$ cat src/rtl/bom_pkg.sv
package bom_pkg;

    typedef enum logic [3:0] {
        CAT_NONE      = 4'd0,
        CAT_LOOP_OP   = 4'd1,
        CAT_LOOP_REL  = 4'd2,
        CAT_PROT_LINE = 4'd3,
        CAT_PROT_ACK  = 4'd4,
        CAT_PROT_REL  = 4'd5,
        CAT_SYNC      = 4'd6,
        CAT_ALARM     = 4'd7,
        CAT_RETAIN    = 4'd8,
        CAT_UNKNOWN   = 4'd9
    } msg_cat_e;

    typedef struct packed {
        msg_cat_e    cat;
        logic [4:0]  detail;
    } decode_t;

    localparam logic [7:0] CODE_ALARM  = 8'h00;
    localparam logic [7:0] CODE_RETAIN = 8'h54;
    localparam int         PROT_LINES  = 27;

    function automatic logic is_command(msg_cat_e c);
        return (c != CAT_NONE) && (c != CAT_ALARM) &&
               (c != CAT_RETAIN) && (c != CAT_UNKNOWN);
    endfunction

    function automatic decode_t decode_code(logic [7:0] c);
        decode_t    d;
        logic [4:0] line;
        line     = {c[2], c[3], c[4], c[5], c[6]};
        d.cat    = CAT_UNKNOWN;
        d.detail = 5'd0;
        if (c == CODE_ALARM) begin
            d.cat = CAT_ALARM;
        end else if (c == CODE_RETAIN) begin
            d.cat = CAT_RETAIN;
        end else if (!c[7] && c[1:0] == 2'b10 && line >= 5'd1 &&
                     line <= 5'(PROT_LINES)) begin
            d.cat    = CAT_PROT_LINE;
            d.detail = line;
        end else begin
            case (c)
                8'h70: begin d.cat = CAT_LOOP_OP;  d.detail = 5'd1; end
                8'h04: begin d.cat = CAT_LOOP_OP;  d.detail = 5'd2; end
                8'h68: begin d.cat = CAT_LOOP_OP;  d.detail = 5'd3; end
                8'h28: begin d.cat = CAT_LOOP_OP;  d.detail = 5'd4; end
                8'h48: begin d.cat = CAT_LOOP_OP;  d.detail = 5'd5; end
                8'h1C: begin d.cat = CAT_LOOP_REL; d.detail = 5'd1; end
                8'h4C: begin d.cat = CAT_LOOP_REL; d.detail = 5'd4; end
                8'h24: begin d.cat = CAT_LOOP_REL; d.detail = 5'd7; end
                8'h18: begin d.cat = CAT_PROT_ACK; d.detail = 5'd0; end
                8'h64: begin d.cat = CAT_PROT_REL; d.detail = 5'd0; end
                8'h30: begin d.cat = CAT_SYNC;     d.detail = 5'd1; end
                8'h38: begin d.cat = CAT_SYNC;     d.detail = 5'd2; end
                8'h3E: begin d.cat = CAT_SYNC;     d.detail = 5'd3; end
                8'h0C: begin d.cat = CAT_SYNC;     d.detail = 5'd4; end
                8'h14: begin d.cat = CAT_SYNC;     d.detail = 5'd5; end
                8'h44: begin d.cat = CAT_SYNC;     d.detail = 5'd6; end
                8'h02: begin d.cat = CAT_SYNC;     d.detail = 5'd7; end
                default: ;
            endcase
        end
        return d;
    endfunction

endpackage

$ cat src/rtl/bom_aligner.sv
module bom_aligner #(
    parameter int PREFIX_ONES = 8,
    parameter int CODE_BITS   = 8
) (
    input  logic                 clk,
    input  logic                 rst_n,
    input  logic                 bit_in,
    input  logic                 bit_valid,
    output logic                 word_stb,
    output logic [CODE_BITS-1:0] word_code
);
    localparam int OCW = $clog2(PREFIX_ONES + 1);
    localparam int BCW = $clog2(CODE_BITS);

    typedef enum logic {A_HUNT, A_CODE} align_state_e;

    align_state_e         a_state, a_next;
    logic [OCW-1:0]       ones_cnt;
    logic [BCW-1:0]       bit_cnt;
    logic [CODE_BITS-1:0] shreg;

    always_ff @(posedge clk) begin
        if (!rst_n) a_state <= A_HUNT;
        else        a_state <= a_next;
    end

    always_comb begin
        a_next = a_state;
        unique case (a_state)
            A_HUNT: if (bit_valid && !bit_in && ones_cnt == OCW'(PREFIX_ONES))
                        a_next = A_CODE;
            A_CODE: if (bit_valid && bit_cnt == BCW'(CODE_BITS - 1))
                        a_next = A_HUNT;
        endcase
    end

    always_ff @(posedge clk) begin
        if (!rst_n) begin
            ones_cnt  <= '0;
            bit_cnt   <= '0;
            shreg     <= '0;
            word_stb  <= 1'b0;
            word_code <= '0;
        end else begin
            word_stb <= 1'b0;
            if (bit_valid) begin
                unique case (a_state)
                    A_HUNT: begin
                        if (bit_in) begin
                            if (ones_cnt != OCW'(PREFIX_ONES))
                                ones_cnt <= ones_cnt + 1'b1;
                        end else begin
                            ones_cnt <= '0;
                            if (ones_cnt == OCW'(PREFIX_ONES)) begin
                                shreg   <= '0;
                                bit_cnt <= BCW'(1);
                            end
                        end
                    end
                    A_CODE: begin
                        shreg   <= {shreg[CODE_BITS-2:0], bit_in};
                        bit_cnt <= bit_cnt + 1'b1;
                        if (bit_cnt == BCW'(CODE_BITS - 1)) begin
                            word_stb  <= 1'b1;
                            word_code <= {shreg[CODE_BITS-2:0], bit_in};
                            ones_cnt  <= '0;
                        end
                    end
                endcase
            end
        end
    end


    stb_from_bit_chk: assert property (@(posedge clk) disable iff (!rst_n)
        word_stb |-> $past(bit_valid));

    stb_single_chk: assert property (@(posedge clk) disable iff (!rst_n)
        word_stb |=> !word_stb);

    code_msb_zero_chk: assert property (@(posedge clk) disable iff (!rst_n)
        word_stb |-> !word_code[CODE_BITS-1]);

endmodule

$ cat src/rtl/bom_history.sv
module bom_history #(
    parameter int DEPTH = 10,
    parameter int WIDTH = 8
) (
    input  logic                       clk,
    input  logic                       rst_n,
    input  logic                       word_stb,
    input  logic [WIDTH-1:0]           word_code,
    output logic [$clog2(DEPTH+1)-1:0] match_cnt
);
    localparam int CW   = $clog2(DEPTH + 1);
    localparam int OLDS = DEPTH - 1;

    logic [WIDTH-1:0] hist_q [OLDS];
    logic [OLDS-1:0]  hv_q;
    logic [OLDS-1:0]  hit;

    generate
        for (genvar i = 0; i < OLDS; i++) begin : g_slot
            assign hit[i] = hv_q[i] && (hist_q[i] == word_code);
            if (i == 0) begin : g_head
                always_ff @(posedge clk) begin
                    if (!rst_n) begin
                        hist_q[0] <= '0;
                        hv_q[0]   <= 1'b0;
                    end else if (word_stb) begin
                        hist_q[0] <= word_code;
                        hv_q[0]   <= 1'b1;
                    end
                end
            end else begin : g_body
                always_ff @(posedge clk) begin
                    if (!rst_n) begin
                        hist_q[i] <= '0;
                        hv_q[i]   <= 1'b0;
                    end else if (word_stb) begin
                        hist_q[i] <= hist_q[i-1];
                        hv_q[i]   <= hv_q[i-1];
                    end
                end
            end
        end
    endgenerate

    always_comb begin
        match_cnt = CW'(1);
        for (int k = 0; k < OLDS; k++)
            match_cnt = match_cnt + CW'(hit[k]);
    end


    match_range_chk: assert property (@(posedge clk) disable iff (!rst_n)
        match_cnt >= CW'(1) && match_cnt <= CW'(DEPTH));

endmodule

$ cat src/rtl/bom_tracker.sv
module bom_tracker
    import bom_pkg::*;
#(
    parameter int DEPTH  = 10,
    parameter int ACCEPT = 7,
    parameter int CLEAR  = 10
) (
    input  logic                       clk,
    input  logic                       rst_n,
    input  logic                       word_stb,
    input  logic [7:0]                 word_code,
    input  logic [$clog2(DEPTH+1)-1:0] match_cnt,
    output logic [7:0]                 msg_code,
    output logic [3:0]                 msg_cat,
    output logic [4:0]                 msg_detail,
    output logic                       msg_active,
    output logic                       msg_new,
    output logic [1:0]                 prio_on,
    output logic                       unknown_stb
);
    localparam int CW = $clog2(DEPTH + 1);
    localparam int MW = $clog2(CLEAR + 1);

    typedef enum logic {T_IDLE, T_HELD} track_state_e;

    track_state_e t_state, t_next;
    decode_t      dec;
    logic         qual, is_cmd, same, fresh, expire;
    logic [MW-1:0] miss;

    assign dec    = decode_code(word_code);
    assign qual   = word_stb && (match_cnt >= CW'(ACCEPT));
    assign is_cmd = is_command(dec.cat);
    assign same   = (t_state == T_HELD) && (word_code == msg_code);
    assign fresh  = qual && is_cmd && !same;
    assign expire = word_stb && (t_state == T_HELD) && !same &&
                    (miss == MW'(CLEAR - 1));

    always_ff @(posedge clk) begin
        if (!rst_n) t_state <= T_IDLE;
        else        t_state <= t_next;
    end

    always_comb begin
        t_next = t_state;
        unique case (t_state)
            T_IDLE: if (fresh)       t_next = T_HELD;
            T_HELD: if (fresh)       t_next = T_HELD;
                    else if (expire) t_next = T_IDLE;
        endcase
    end

    assign msg_active = (t_state == T_HELD);

    always_ff @(posedge clk) begin
        if (!rst_n) begin
            msg_code    <= '0;
            msg_cat     <= '0;
            msg_detail  <= '0;
            miss        <= '0;
            msg_new     <= 1'b0;
            unknown_stb <= 1'b0;
        end else begin
            msg_new     <= 1'b0;
            unknown_stb <= qual && (dec.cat == CAT_UNKNOWN) &&
                           (match_cnt == CW'(ACCEPT));
            if (fresh) begin
                msg_code   <= word_code;
                msg_cat    <= dec.cat;
                msg_detail <= dec.detail;
                miss       <= '0;
                msg_new    <= 1'b1;
            end else if (word_stb && t_state == T_HELD) begin
                if (same) begin
                    miss <= '0;
                end else if (expire) begin
                    miss       <= '0;
                    msg_code   <= '0;
                    msg_cat    <= '0;
                    msg_detail <= '0;
                end else begin
                    miss <= miss + 1'b1;
                end
            end
        end
    end

    generate
        for (genvar p = 0; p < 2; p++) begin : g_prio
            localparam logic [7:0] PC = (p == 0) ? CODE_ALARM : CODE_RETAIN;
            logic [MW-1:0] pmiss;
            always_ff @(posedge clk) begin
                if (!rst_n) begin
                    prio_on[p] <= 1'b0;
                    pmiss      <= '0;
                end else if (word_stb) begin
                    if (word_code == PC) begin
                        pmiss <= '0;
                        if (qual) prio_on[p] <= 1'b1;
                    end else if (prio_on[p]) begin
                        if (pmiss == MW'(CLEAR - 1)) begin
                            prio_on[p] <= 1'b0;
                            pmiss      <= '0;
                        end else begin
                            pmiss <= pmiss + 1'b1;
                        end
                    end
                end
            end

            prio_rise_chk: assert property (@(posedge clk) disable iff (!rst_n)
                $rose(prio_on[p]) |-> $past(word_stb));
        end
    endgenerate


    new_held_chk: assert property (@(posedge clk) disable iff (!rst_n)
        msg_new |-> msg_active);

    new_after_word_chk: assert property (@(posedge clk) disable iff (!rst_n)
        msg_new |-> $past(word_stb));

    idle_blank_chk: assert property (@(posedge clk) disable iff (!rst_n)
        !msg_active |-> (msg_code == 8'd0 && msg_cat == 4'd0));

    unk_no_latch_chk: assert property (@(posedge clk) disable iff (!rst_n)
        unknown_stb |-> !msg_new);

    miss_bound_chk: assert property (@(posedge clk) disable iff (!rst_n)
        miss < MW'(CLEAR));

endmodule

$ cat src/rtl/bom_detector.sv
module bom_detector #(
    parameter int PREFIX_ONES = 8,
    parameter int DEPTH       = 10,
    parameter int ACCEPT      = 7,
    parameter int CLEAR       = 10
) (
    input  logic       clk,
    input  logic       rst_n,
    input  logic       dl_bit,
    input  logic       dl_valid,
    output logic [7:0] msg_code,
    output logic [3:0] msg_cat,
    output logic [4:0] msg_detail,
    output logic       msg_active,
    output logic       msg_new,
    output logic       alarm_active,
    output logic       retain_active,
    output logic       unknown_stb
);
    localparam int CODE_BITS = 8;
    localparam int CW        = $clog2(DEPTH + 1);

    logic                 word_stb;
    logic [CODE_BITS-1:0] word_code;
    logic [CW-1:0]        match_cnt;
    logic [1:0]           prio_on;

    bom_aligner #(.PREFIX_ONES(PREFIX_ONES), .CODE_BITS(CODE_BITS)) u_align (
        .clk(clk), .rst_n(rst_n), .bit_in(dl_bit), .bit_valid(dl_valid),
        .word_stb(word_stb), .word_code(word_code));

    bom_history #(.DEPTH(DEPTH), .WIDTH(CODE_BITS)) u_hist (
        .clk(clk), .rst_n(rst_n), .word_stb(word_stb), .word_code(word_code),
        .match_cnt(match_cnt));

    bom_tracker #(.DEPTH(DEPTH), .ACCEPT(ACCEPT), .CLEAR(CLEAR)) u_track (
        .clk(clk), .rst_n(rst_n), .word_stb(word_stb), .word_code(word_code),
        .match_cnt(match_cnt), .msg_code(msg_code), .msg_cat(msg_cat),
        .msg_detail(msg_detail), .msg_active(msg_active), .msg_new(msg_new),
        .prio_on(prio_on), .unknown_stb(unknown_stb));

    assign alarm_active  = prio_on[0];
    assign retain_active = prio_on[1];

endmodule

$ cat config.mk
export PLATFORM = sky130hd
export DESIGN_NAME = bom_detector
export DESIGN_NICKNAME = d
export VERILOG_FILES = /design/src/rtl/bom_pkg.sv /design/src/rtl/bom_aligner.sv /design/src/rtl/bom_history.sv /design/src/rtl/bom_tracker.sv /design/src/rtl/bom_detector.sv
export SDC_FILE = /design/constraint.sdc
export NUM_CORES = 1
export LEC_CHECK = 0
export ABC_AREA = 1
export ABC_CLOCK_PERIOD_IN_PS = 8770
export BUFFER_PORTS_ARGS = -buffer_cell sky130_fd_sc_hd__buf_4
export CAP_MARGIN = 10
export CORE_MARGIN = 10
export CORE_UTILIZATION = 65
export CTS_CLUSTER_DIAMETER = 30
export DETAILED_ROUTE_END_ITERATION = 8
export PLACE_DENSITY_LB_ADDON = 0.2
export SLEW_MARGIN = 20
export SYNTH_ARGS = -nofsm -noshare
export SYNTH_HDL_FRONTEND = slang
export SYNTH_HIERARCHICAL = 1
export SYNTH_SLANG_ARGS = --single-unit
$ cat constraint.sdc
create_clock -name clk -period 8.77 [get_ports clk]
set_input_delay 0.877 -clock clk [delete_from_list [all_inputs] [get_ports clk]]
set_output_delay 0.877 -clock clk [all_outputs]
set_load 0.01 [all_outputs]
==> flow_summary.json, run 1 <==
{
  "status": "finished, final reports clean",
  "ys_async_sr_fraction": 0,
  "root_buffer": "clkbuf_16",
  "synthCells": 960,
  "grt_pass1_wl_um": 27800,
  "rr_startpoint": "u_align/word_code[3]$_SDFFE_PN0P_",
  "min_period_over_period": 0.593,
  "ys_types": 42,
  "cts-resized-gates": 0,
  "p_leak_nw": 3.62,
  "regToRegSetupSlack_ns": 3.57,
  "drive_gt1_frac": 0.104,
  "cts_buffers": 17,
  "dpl-instance-area_mm2": 0.00765,
  "clkTransAtPathRegs_ns": 0.05,
  "clk_latency_ns": 0.42,
  "syn_avg_cell_area_um2": 7.78,
  "required_ns": 9.10,
  "tightest_slew_ns": 1.05,
  "path_cells": "clkinv_1 -> nand2_1 -> nand2_1 -> nor2_1 -> nand3_1 -> nor2_1 -> fa_1 -> fa_1 -> fa_1 -> ha_1 -> inv_1 -> fa_1 -> xor2_1 -> nand4_1 -> nand2_1 -> nand2_1 -> inv_1 -> nand4_1 -> o21ai_0",
  "synth_nets": 982,
  "drt-vias-per-instance": 5.43,
  "routedWlPerCell_um": 14.5,
  "ios": 26,
  "fin_nets": 999,
  "grt_max_degree": 81,
  "cp-end-kind": "register",
  "place.gp.congestion": 0.928,
  "setup_tns_ns": 0,
  "final_core_util": 0.726,
  "rsz0062_at_grt": "false",
  "reg2reg_depth": 19,
  "synth-seq-cells": 139,
  "routed_wl_um": 16500,
  "cp.arrival_ns": 5.53,
  "fin_area_mm2": 0.00821,
  "min_path_type": "register to register",
  "crit_path_top_delay_cell": "dfxtp_1",
  "synth_seq_area_share": 0.469,
  "die_w_um": 127,
  "slowest_delay_ns": 0.74,
  "synth_area_mm2": 0.00747,
  "firstDrtPassIters": 5,
  "worstPathMaxFanout": 17,
  "io_buffers": 25,
  "max_freq_mhz": 192,
  "slew-limit-headroom": 0.301,
  "drcViolationCount": 0,
  "crit_path_start": "u_align/word_code[3]$_SDFFE_PN0P_",
  "area_growth_pct": 10.0,
  "postCtsSetupBuffers": 0,
  "reg2reg_to": "u_track/msg_code[4]$_SDFFE_PN0P_",
  "cts_tree": "yes",
  "internal-power_mw": 1.14,
  "hpwlAfterDp_um": 11300,
  "antenna_left": 0,
  "crit_cells": 19,
  "crit_type": "register to register",
  "peakVddDrop_v": 0.000154,
  "crit_family": "adder cells",
  "clockBufferDepth": 2,
  "synth_edf_count": 72,
  "postCtsHoldBufs": 0,
  "start_util": 0.659,
  "path_buf_inv": 3,
  "fin_skew_ns": 0.00707,
  "die_y_um": 127,
  "core_area_mm2": 0.0113,
  "power_frac_comb": 0.033,
  "power_frac_seq": 0.492,
  "start_kind": "register",
  "hold_slack_ns": 0.454,
  "grt_use_total": 0.209,
  "setup-violations-final": 0,
  "drtIter0Drc": 548,
  "grt_antenna_before_repair": 0,
  "synthFlopType": "edfxtp_1",
  "switchingPower_mw": 0.303,
  "ctsHtreeMaxLevel": 4,
  "final_max_slew_viol_count": 0,
  "rows": 39,
  "via_count": 6150,
  "hold_viol": 0,
  "die_area_mm2": 0.0162,
  "antennaDiodeCount": 0,
  "clock-sinks": 139,
  "drv_cap": 0,
  "powerDensity_mw_per_mm2": 175,
  "grt_pass1_vias": 5884,
  "p_sw_frac": 0.210,
  "clockPowerShare": 0.475,
  "yosys_warnings": 6,
  "gr-total-overflow": 0,
  "min_period_ns": 5.20,
  "num-fill-cells": 924,
  "endpoint": "u_track/msg_code[4]$_SDFFE_PN0P_"
}
-- power groups by stage --
stage / sequential [mW] / combinational (mW) / clock, mW
floorplan: 0.719 / 0.0367 / 0
global placement: 0.722 / 0.0466 / 0
detailed placement: 0.722 / 0.0471 / 0
CTS: 0.709 / 0.0475 / 0.694
global route: 0.711 / 0.0542 / 0.722
finish: 0.709 / 0.0474 / 0.684
-- final cells by class --
cell class / instances / area (um2) / share of cell area
Clock inverter: 7 / 62.6 / 0.00762
Sequential cell: 139 / 3500 / 0.427
Clock buffer: 25 / 505 / 0.0615
Multi-Input combinational cell: 643 / 3200 / 0.389
Inverter: 148 / 558 / 0.0679
Tap cell: 143 / 179 / 0.0218
Timing Repair Buffer: 28 / 210 / 0.0256
-- worst min-delay path by stage --
| stage | start | to | cells after the start |
|---|---|---|---|
| 6_report | u_track/msg_cat[3]$_SDFFE_PN0P_ | u_track/msg_cat[3]$_SDFFE_PN0P_ | 2 |
| 5_1_grt | u_hist/hv_q[0]$_SDFFE_PN0P_ | u_hist/hv_q[0]$_SDFFE_PN0P_ | 2 |
| 4_1_cts | u_align/shreg[6]$_SDFFE_PN0P_ | u_align/word_code[7]$_SDFFE_PN0P_ | 2 |
| 3_5_place_dp | u_align/shreg[6]$_SDFFE_PN0P_ | u_align/word_code[7]$_SDFFE_PN0P_ | 2 |
| 3_3_place_gp | u_align/shreg[6]$_SDFFE_PN0P_ | u_align/word_code[7]$_SDFFE_PN0P_ | 2 |
| 2_1_floorplan | u_align/shreg[6]$_SDFFE_PN0P_ | u_align/word_code[7]$_SDFFE_PN0P_ | 2 |
-- metal layers --
metal  vias up  global-route usage  part of all wire
met5         -                   0                 0
met4         0              0.0898             0.029
met3        39              0.0496             0.053
met2       189               0.337              0.48
met1      2841               0.264              0.44
li1       3081                   -                 -
-- sequential cells by signal, indices dropped and copies added (netlist names) --
name	cells
u_align/a_state	1
u_align/bit_cnt	3
u_align/ones_cnt	4
u_align/shreg	7
u_align/word_code	8
u_align/word_stb	1
u_hist/hist_q	72
u_hist/hv_q	9
u_track/g_prio.pmiss	8
u_track/miss	4
u_track/msg_active	1
u_track/msg_cat	4
u_track/msg_code	8
u_track/msg_detail	5
u_track/msg_new	1
u_track/prio_on	2
u_track/unknown_stb	1
-- per-stage QoR --
step	total power [mW]	worst slack [ns]	cells
finish	1.44	3.57	1133
global route	1.49	3.08	1133
CTS	1.45	3.65	1133
detailed placement	0.769	3.68	1101
global placement	0.768	3.80	1101
floorplan	0.756	4.67	960
-- Yosys cell counts (5+ instances only) --
library cell / n / area (um2)
a21oi_1: 22 / 110
a22oi_2: 6 / 75.1
buf_2: 16 / 80.1
buf_6: 10 / 113
dfxtp_1: 67 / 1340
edfxtp_1: 72 / 2160
fa_1: 5 / 100
ha_1: 13 / 163
inv_1: 138 / 518
inv_2: 7 / 26.3
nand2_1: 214 / 803
nand2_2: 12 / 75.1
nand3_1: 66 / 330
nand4_1: 10 / 62.6
nor2_1: 171 / 642
nor2_2: 9 / 56.3
nor3_1: 9 / 45.0
o21ai_0: 29 / 145
o21ai_1: 16 / 80.1
o22ai_1: 10 / 62.6
xnor2_1: 15 / 131
xor2_1: 7 / 61.3
-- cell families after synthesis --
kind of cell | count (synthesis) | share of synthesized area
compound gates | 93 | 0.0732
flops | 139 | 0.469
simple gates | 509 | 0.291
fa+ha+maj | 18 | 0.0352
buf+inv | 178 | 0.104
mux | 1 | 0.00134
xor+xnor | 22 | 0.0258
-- cells in the final DEF, fill, tap and decap left out, types with 2 or more instances in the layout --
cell,n
or2_2,3
xor2_1,7
nand3_4,2
nand2_1,212
nand2_2,13
nor4_1,3
clkinv_1,3
o21ai_1,16
nor3_1,9
or2_0,2
nand2_4,3
a31oi_1,2
nand4_1,10
clkbuf_16,17
ha_1,13
buf_4,28
dfxtp_1,67
inv_1,138
o211ai_1,3
inv_2,7
clkinv_2,4
nand3_1,66
nor3b_1,2
o22ai_1,10
nor2_1,171
clkbuf_1,3
a211oi_1,2
a22oi_2,6
xnor2_1,15
o21ai_0,29
nand3b_1,2
edfxtp_1,72
fa_1,5
nor2_2,9
clkbuf_8,5
a21oi_1,22
-- worst reg2reg max path: stages, from the launching register on --
cell,delay (ns)
dfxtp_1,0.74
clkinv_1,0.48
nand2_1,0.14
nand2_1,0.06
nor2_1,0.10
nand3_1,0.08
nor2_1,0.15
fa_1,0.45
fa_1,0.48
fa_1,0.51
ha_1,0.17
inv_1,0.05
fa_1,0.37
xor2_1,0.15
nand4_1,0.13
nand2_1,0.10
nand2_1,0.08
inv_1,0.18
nand4_1,0.41
o21ai_0,0.29
(Power assumes the default switching activity.)
==> inputs of run 2 (changes only) <==
--- a/config.mk
+++ b/config.mk
@@ -6,11 +6,11 @@
 export NUM_CORES = 1
 export LEC_CHECK = 0
 export ABC_AREA = 1
-export ABC_CLOCK_PERIOD_IN_PS = 8770
+export ABC_CLOCK_PERIOD_IN_PS = 4230
 export BUFFER_PORTS_ARGS = -buffer_cell sky130_fd_sc_hd__buf_4
 export CAP_MARGIN = 10
 export CORE_MARGIN = 10
-export CORE_UTILIZATION = 65
+export CORE_UTILIZATION = 56
 export CTS_CLUSTER_DIAMETER = 30
 export DETAILED_ROUTE_END_ITERATION = 8
 export PLACE_DENSITY_LB_ADDON = 0.2
==> constraint.sdc (replaced) <==
create_clock -name clk -period 4.23 [get_ports clk]
set_input_delay 0.423 -clock clk [delete_from_list [all_inputs] [get_ports clk]]
set_output_delay 0.423 -clock clk [all_outputs]
set_load 0.01 [all_outputs]
==> run 2 against run 1 <==
  * Combinational power increased by 110%
  * Total power up 100%
  * Sequential power is 110% higher
  * Hold slack got worse by 0.16 ns
  * Final area rose by 3.9%
  * Register-to-register slack worse by 3.5 ns
  * Highest routed layer unchanged
==> flow_summary.json, run 2 (synthesized netlist as in run 1, its figures left out) <==
{
  "status": "finished, final reports clean",
  "path_buf_inv": 5,
  "largest_reg_flops": 72,
  "max_freq_mhz": 241,
  "die_y_um": 135,
  "cp.arrival_ns": 4.52,
  "setup-violations-final": 0,
  "min_period_over_period": 0.983,
  "antenna_left": 0,
  "hold_viol": 0,
  "area_growth_pct": 14.3,
  "reg.largest.list": "u_hist/hist_q x72, u_hist/hv_q x9",
  "grt_use_total": 0.190,
  "core_area_mm2": 0.0131,
  "grt-busiest-layer": "met2",
  "place.gp.congestion": 0.929,
  "num-fill-cells": 1184,
  "min_path_type": "input port to register",
  "grt_pass1_wl_um": 27700,
  "cts_tree": "yes",
  "peakVddDrop_v": 0.000229,
  "largest-register": "u_hist/hist_q",
  "via_count": 6261,
  "layout_common_cells": "nand2_1 (211), nor2_1 (167), inv_1 (136), edfxtp_1 (72), nand3_1 (63)",
  "final_max_slew_viol_count": 0,
  "drv_cap": 0,
  "io_buffers": 25,
  "rsz0062_at_grt": "true",
  "firstDrtPassIters": 5,
  "tightest_slew_ns": 1.07,
  "use_met2": 0.314,
  "start_util": 0.568,
  "fin_area_mm2": 0.00854,
  "ff_latch_area_mm2": 0.00352,
  "clkTransAtPathRegs_ns": 0.06,
  "cts_buffers": 17,
  "required_ns": 4.59,
  "gr-total-overflow": 0,
  "path_cells": "buf_12 -> nand2_1 -> nand2_1 -> nor2_2 -> nand3_2 -> nor2_4 -> fa_1 -> fa_1 -> fa_1 -> ha_2 -> inv_2 -> fa_2 -> inv_1 -> nand4_1 -> nand2_1 -> nand2_2 -> inv_4 -> nand4_1 -> buf_2 -> o21ai_1",
  "multi_input_area_mm2": 0.00329,
  "grt_pass1_vias": 5760,
  "antennaDiodeCount": 0,
  "crit_family": "adder cells",
  "setup_tns_ns": 0,
  "clockBufferDepth": 2,
  "use_met3": 0.0412,
  "crit_type": "register to register",
  "cp-end-kind": "register",
  "dpl-instance-area_mm2": 0.00788,
  "grtUsageMet1": 0.234,
  "fin_skew_ns": 0.00570,
  "drt-vias-per-instance": 5.25,
  "drcViolationCount": 0,
  "postCtsHoldBufs": 0,
  "powerDensity_mw_per_mm2": 338,
  "drtIter0Drc": 458,
  "die_area_mm2": 0.0184,
  "root_buffer": "clkbuf_16",
  "slowest_delay_ns": 0.52,
  "clock-sinks": 139,
  "grt_antenna_before_repair": 0,
  "drive_gt1_frac": 0.147,
  "layout_commonest_cell": "nand2_1",
  "grt_max_degree": 81,
  "clk_latency_ns": 0.43,
  "start_kind": "register",
  "ctsHtreeMaxLevel": 4,
  "hpwlAfterDp_um": 12100,
  "slew-limit-headroom": 0.288,
  "fin_nets": 1026,
  "routedWlPerCell_um": 14.5,
  "routed_wl_um": 17300,
  "die_w_um": 135,
  "min_period_ns": 4.16,
  "worstPathMaxFanout": 11,
  "rows": 42,
  "crit_path_top_delay_cell": "fa_1",
  "ios": 26,
  "p_leak_nw": 3.74
}
-- run 2: cell types whose count changed in the layout (fill, tap and decap cells not counted), moves of 3 or more --
cell	previous run	this run
nand3_2	1	5
nor2_1	171	167
nand3_1	66	63
o21ai_2	0	5
o21ai_0	29	26
buf_12	0	3
clkbuf_1	3	8
nor2_2	9	12
dfxtp_2	0	4
dfxtp_1	67	61
buf_4	28	48
-- run 2: where the power goes --
group	total [mW]	internal (mW)	switching, mW
Clock	1.32	0.789	0.529
Sequential	1.47	1.45	0.0222
Combinational	0.0992	0.0305	0.0687
Total	2.89	2.27	0.620
-- run 2: area by class of cell --
cell class              count  area share
clock buffers              28      0.0582
clock inverters             4     0.00205
inverters                 148      0.0660
multi-input cells         645       0.385
flip-flops and latches    139       0.412
well taps                 176      0.0258
repair buffers             53      0.0512
-- run 2: path summary, 6_finish.rpt --
kind | depth (start not counted) | slack [ns] | endpoint | from
setup reg to reg | 20 | 0.07 | u_track/msg_cat[0]$_SDFFE_PN0P_ | u_align/word_code[3]$_SDFFE_PN0P_
setup / recovery | 20 | 0.07 | u_track/msg_cat[0]$_SDFFE_PN0P_ | u_align/word_code[3]$_SDFFE_PN0P_
hold reg to reg | 2 | 0.43 | u_track/msg_cat[3]$_SDFFE_PN0P_ | u_track/msg_cat[3]$_SDFFE_PN0P_
hold / removal | 3 | 0.29 | u_align/shreg[0]$_SDFFE_PN0P_ | dl_bit
-- run 2: metal layers --
layer | vias up | wire length [um]
li1 | 3132 | -
met1 | 2985 | 7720
met2 | 117 | 8540
met3 | 27 | 749
met4 | 0 | 327
met5 | - | 0
-- run 2: worst register-to-register path: stages (launching register included) --
cell and delay [ns]:
dfxtp_4 0.36, buf_12 0.14, nand2_1 0.06, nand2_1 0.06, nor2_2 0.16, nand3_2 0.12
nor2_4 0.10, fa_1 0.45, fa_1 0.52, fa_1 0.43, ha_2 0.21, inv_2 0.05
fa_2 0.41, inv_1 0.07, nand4_1 0.12, nand2_1 0.12, nand2_2 0.08, inv_4 0.10
nand4_1 0.19, buf_2 0.25, o21ai_1 0.12
-- run 2: metrics by stage --
step | hold slack, ns | util | setup slack [ns] | cells | total power, mW
after floorplan | 0.414 | - | 0.134 | 960 | 1.57
after global placement | 0.419 | 0.599 | -0.00870 | 1154 | 1.59
after detailed placement | 0.422 | 0.599 | -0.105 | 1154 | 1.60
after CTS | 0.269 | 0.640 | 0.0212 | 1187 | 2.91
after global routing | 0.288 | 0.650 | -0.0856 | 1193 | 2.97
final | 0.291 | 0.650 | 0.0726 | 1193 | 2.89
-- run 2: repair_timing --
item                       4_1_cts  5_1_grt
buffers inserted                 0        4
pin swaps                        1        4
setup endpoints to repair       21       24
gates resized for setup          4       31
gates cloned                     1        2
==> inputs of run 3 (changes only) <==
--- a/config.mk
+++ b/config.mk
@@ -6,11 +6,13 @@
 export NUM_CORES = 1
 export LEC_CHECK = 0
 export ABC_AREA = 1
-export ABC_CLOCK_PERIOD_IN_PS = 4230
+export ABC_CLOCK_PERIOD_IN_PS = 3400
 export BUFFER_PORTS_ARGS = -buffer_cell sky130_fd_sc_hd__buf_4
 export CAP_MARGIN = 10
+export CELL_PAD_IN_SITES_DETAIL_PLACEMENT = 0
+export CELL_PAD_IN_SITES_GLOBAL_PLACEMENT = 1
 export CORE_MARGIN = 10
-export CORE_UTILIZATION = 56
+export CORE_UTILIZATION = 42
 export CTS_CLUSTER_DIAMETER = 30
 export DETAILED_ROUTE_END_ITERATION = 8
 export PLACE_DENSITY_LB_ADDON = 0.2
==> constraint.sdc (replaced) <==
create_clock -name clk -period 3.4 [get_ports clk]
set_input_delay 0.34 -clock clk [delete_from_list [all_inputs] [get_ports clk]]
set_output_delay 0.34 -clock clk [all_outputs]
set_load 0.01 [all_outputs]
==> run 3 against run 2 <==
  * Flip-flop and latch count unchanged
  * Hold slack got worse by 0.076 ns
  * Critical path type unchanged
  * Worst setup slack worse by 0.88 ns
  * The run now ends with negative setup slack left
  * Sequential share of layout area fell by 3.4 points
  * Clock-buffer cell count down 6
  * Highest routed layer unchanged
  * First-iteration DRC count is 3.7% lower
==> flow_summary.json, run 3 (synthesized netlist as in run 1, its figures left out) <==
{
  "antenna_left": 0,
  "rows": 48,
  "num-fill-cells": 1672,
  "grt_pass1_vias": 6190,
  "die_area_mm2": 0.0235,
  "die_w_um": 153,
  "status": "finished with violations",
  "routed_wl_um": 19500,
  "rsz0062_at_grt": "true",
  "hold_slack_ns": 0.215,
  "via_count": 6380,
  "start_util": 0.430,
  "start_kind": "register",
  "cp.arrival_ns": 4.57,
  "fin_skew_ns": 0.00900,
  "slew-limit-headroom": 0.259,
  "die_y_um": 153,
  "antennaDiodeCount": 0,
  "clk_latency_ns": 0.42,
  "drv_cap": 0,
  "hpwlAfterDp_um": 13600,
  "clockBufferDepth": 2,
  "clkTransAtPathRegs_ns": 0.06,
  "worst_slack_ns": -0.807,
  "power.total_mw": 3.95,
  "drive_gt1_frac": 0.232,
  "grt_use_total": 0.164,
  "cp-end-kind": "register",
  "io_buffers": 25,
  "postCtsHoldBufs": 0,
  "min_period_over_period": 1.24,
  "place.gp.congestion": 0.893,
  "gr-total-overflow": 0,
  "drcViolationCount": 0,
  "crit_type": "register to register",
  "reg.largest.list": "u_hist/hist_q x72, u_hist/hv_q x9",
  "powerDensity_mw_per_mm2": 423,
  "dp_slack_ns": -0.789,
  "tightest_slew_ns": 1.11,
  "largest_reg_flops": 72,
  "min_path_type": "input port to register",
  "largest-register": "u_hist/hist_q",
  "routedWlPerCell_um": 15.0,
  "area_growth_pct": 24.9,
  "layout_commonest_cell": "nand2_1",
  "hold_depth": 3,
  "drtIter0Drc": 441,
  "worstPathMaxFanout": 4,
  "peakVddDrop_v": 0.000383,
  "violations": "negative setup slack",
  "firstDrtPassIters": 6,
  "fin_nets": 1082,
  "max_freq_mhz": 238,
  "root_buffer": "clkbuf_16",
  "setup-violations-final": 26,
  "min_period_ns": 4.21,
  "required_ns": 3.76,
  "grt_max_degree": 81,
  "ctsHtreeMaxLevel": 4,
  "final_core_util": 0.537,
  "hold_viol": 0,
  "final_max_slew_viol_count": 0,
  "cts_buffers": 17,
  "fin_area_mm2": 0.00933,
  "reg2reg_depth": 23,
  "layout_common_cells": "nand2_1 (197), nor2_1 (161), inv_1 (131), buf_4 (97), edfxtp_1 (72)",
  "grt_pass1_wl_um": 31800,
  "grt_antenna_before_repair": 0,
  "cts_tree": "yes",
  "ios": 26,
  "drt-vias-per-instance": 4.92,
  "p_leak_nw": 4.10,
  "clock-sinks": 139,
  "core_area_mm2": 0.0174,
  "dpl-instance-area_mm2": 0.00834
}
## run 3: cell type report
| cell class | count | area, um2 | share of cell area |
|---|---|---|---|
| Clock buffer | 22 | 497 | 0.0533 |
| Clock inverter | 10 | 135 | 0.0145 |
| Inverter | 148 | 573 | 0.0614 |
| Multi-Input combinational cell | 645 | 3410 | 0.365 |
| Sequential cell | 139 | 3530 | 0.378 |
| Tap cell | 225 | 282 | 0.0302 |
| Timing Repair Buffer | 108 | 901 | 0.0966 |
| Timing Repair inverter | 1 | 6.26 | 0.000671 |
## run 3: where the power goes
part           switching (mW)  internal (mW)
registers              0.0301           1.80
logic                  0.0918         0.0526
clock network           0.719           1.26
## run 3: layer usage
layer  vias up  global-route usage  part of all wire
met2       120               0.279              0.49
met1      2976               0.204              0.46
met3        25              0.0317             0.036
met5         -                   0                 0
li1       3259                   -                 -
met4         0              0.0531             0.019
## run 3: critical path: stages, from the launching register on
cell and delay (ns):
dfxtp_4 0.37, buf_6 0.12, buf_4 0.14, nand2_1 0.09, nand2_1 0.06, inv_1 0.04, nand2_1 0.05, nor2_1 0.08
nand3_1 0.13, ha_4 0.29, inv_2 0.04, fa_1 0.55, fa_1 0.43, ha_2 0.21, inv_2 0.05, fa_2 0.42
inv_1 0.06, nand4_1 0.11, nand2_1 0.11, nand2_2 0.08, inv_4 0.09, nand4_1 0.25, clkbuf_16 0.27, o21ai_1 0.10
## run 3: through the flow
| step | setup TNS (ns) | cells |
|---|---|---|
| 2_1_floorplan | -11.29 | 960 |
| 3_3_place_gp | -16.69 | 1253 |
| 3_5_place_dp | -18.45 | 1253 |
| 4_1_cts | -17.12 | 1291 |
| 5_1_grt | -23.54 | 1298 |
| 6_report | -18.68 | 1298 |
## run 3: path summary, 6_finish.rpt
| check | from | to | slack [ns] |
|---|---|---|---|
| setup / recovery | u_align/word_code[2]$_SDFFE_PN0P_ | u_track/msg_code[6]$_SDFFE_PN0P_ | -0.81 |
| hold / removal | dl_bit | u_align/shreg[0]$_SDFFE_PN0P_ | 0.22 |
| setup reg to reg | u_align/word_code[2]$_SDFFE_PN0P_ | u_track/msg_code[6]$_SDFFE_PN0P_ | -0.81 |
| hold reg to reg | u_track/msg_cat[3]$_SDFFE_PN0P_ | u_track/msg_cat[3]$_SDFFE_PN0P_ | 0.43 |
## run 3: repair_timing
action                                  in CTS  in global routing
endpoints found under the hold margin        0                  0
endpoints found under the setup margin      26                 26
setup buffers                                4                  7
resized for setup                           25                 53
pin swaps                                    3                 17
gates cloned                                 2                  2
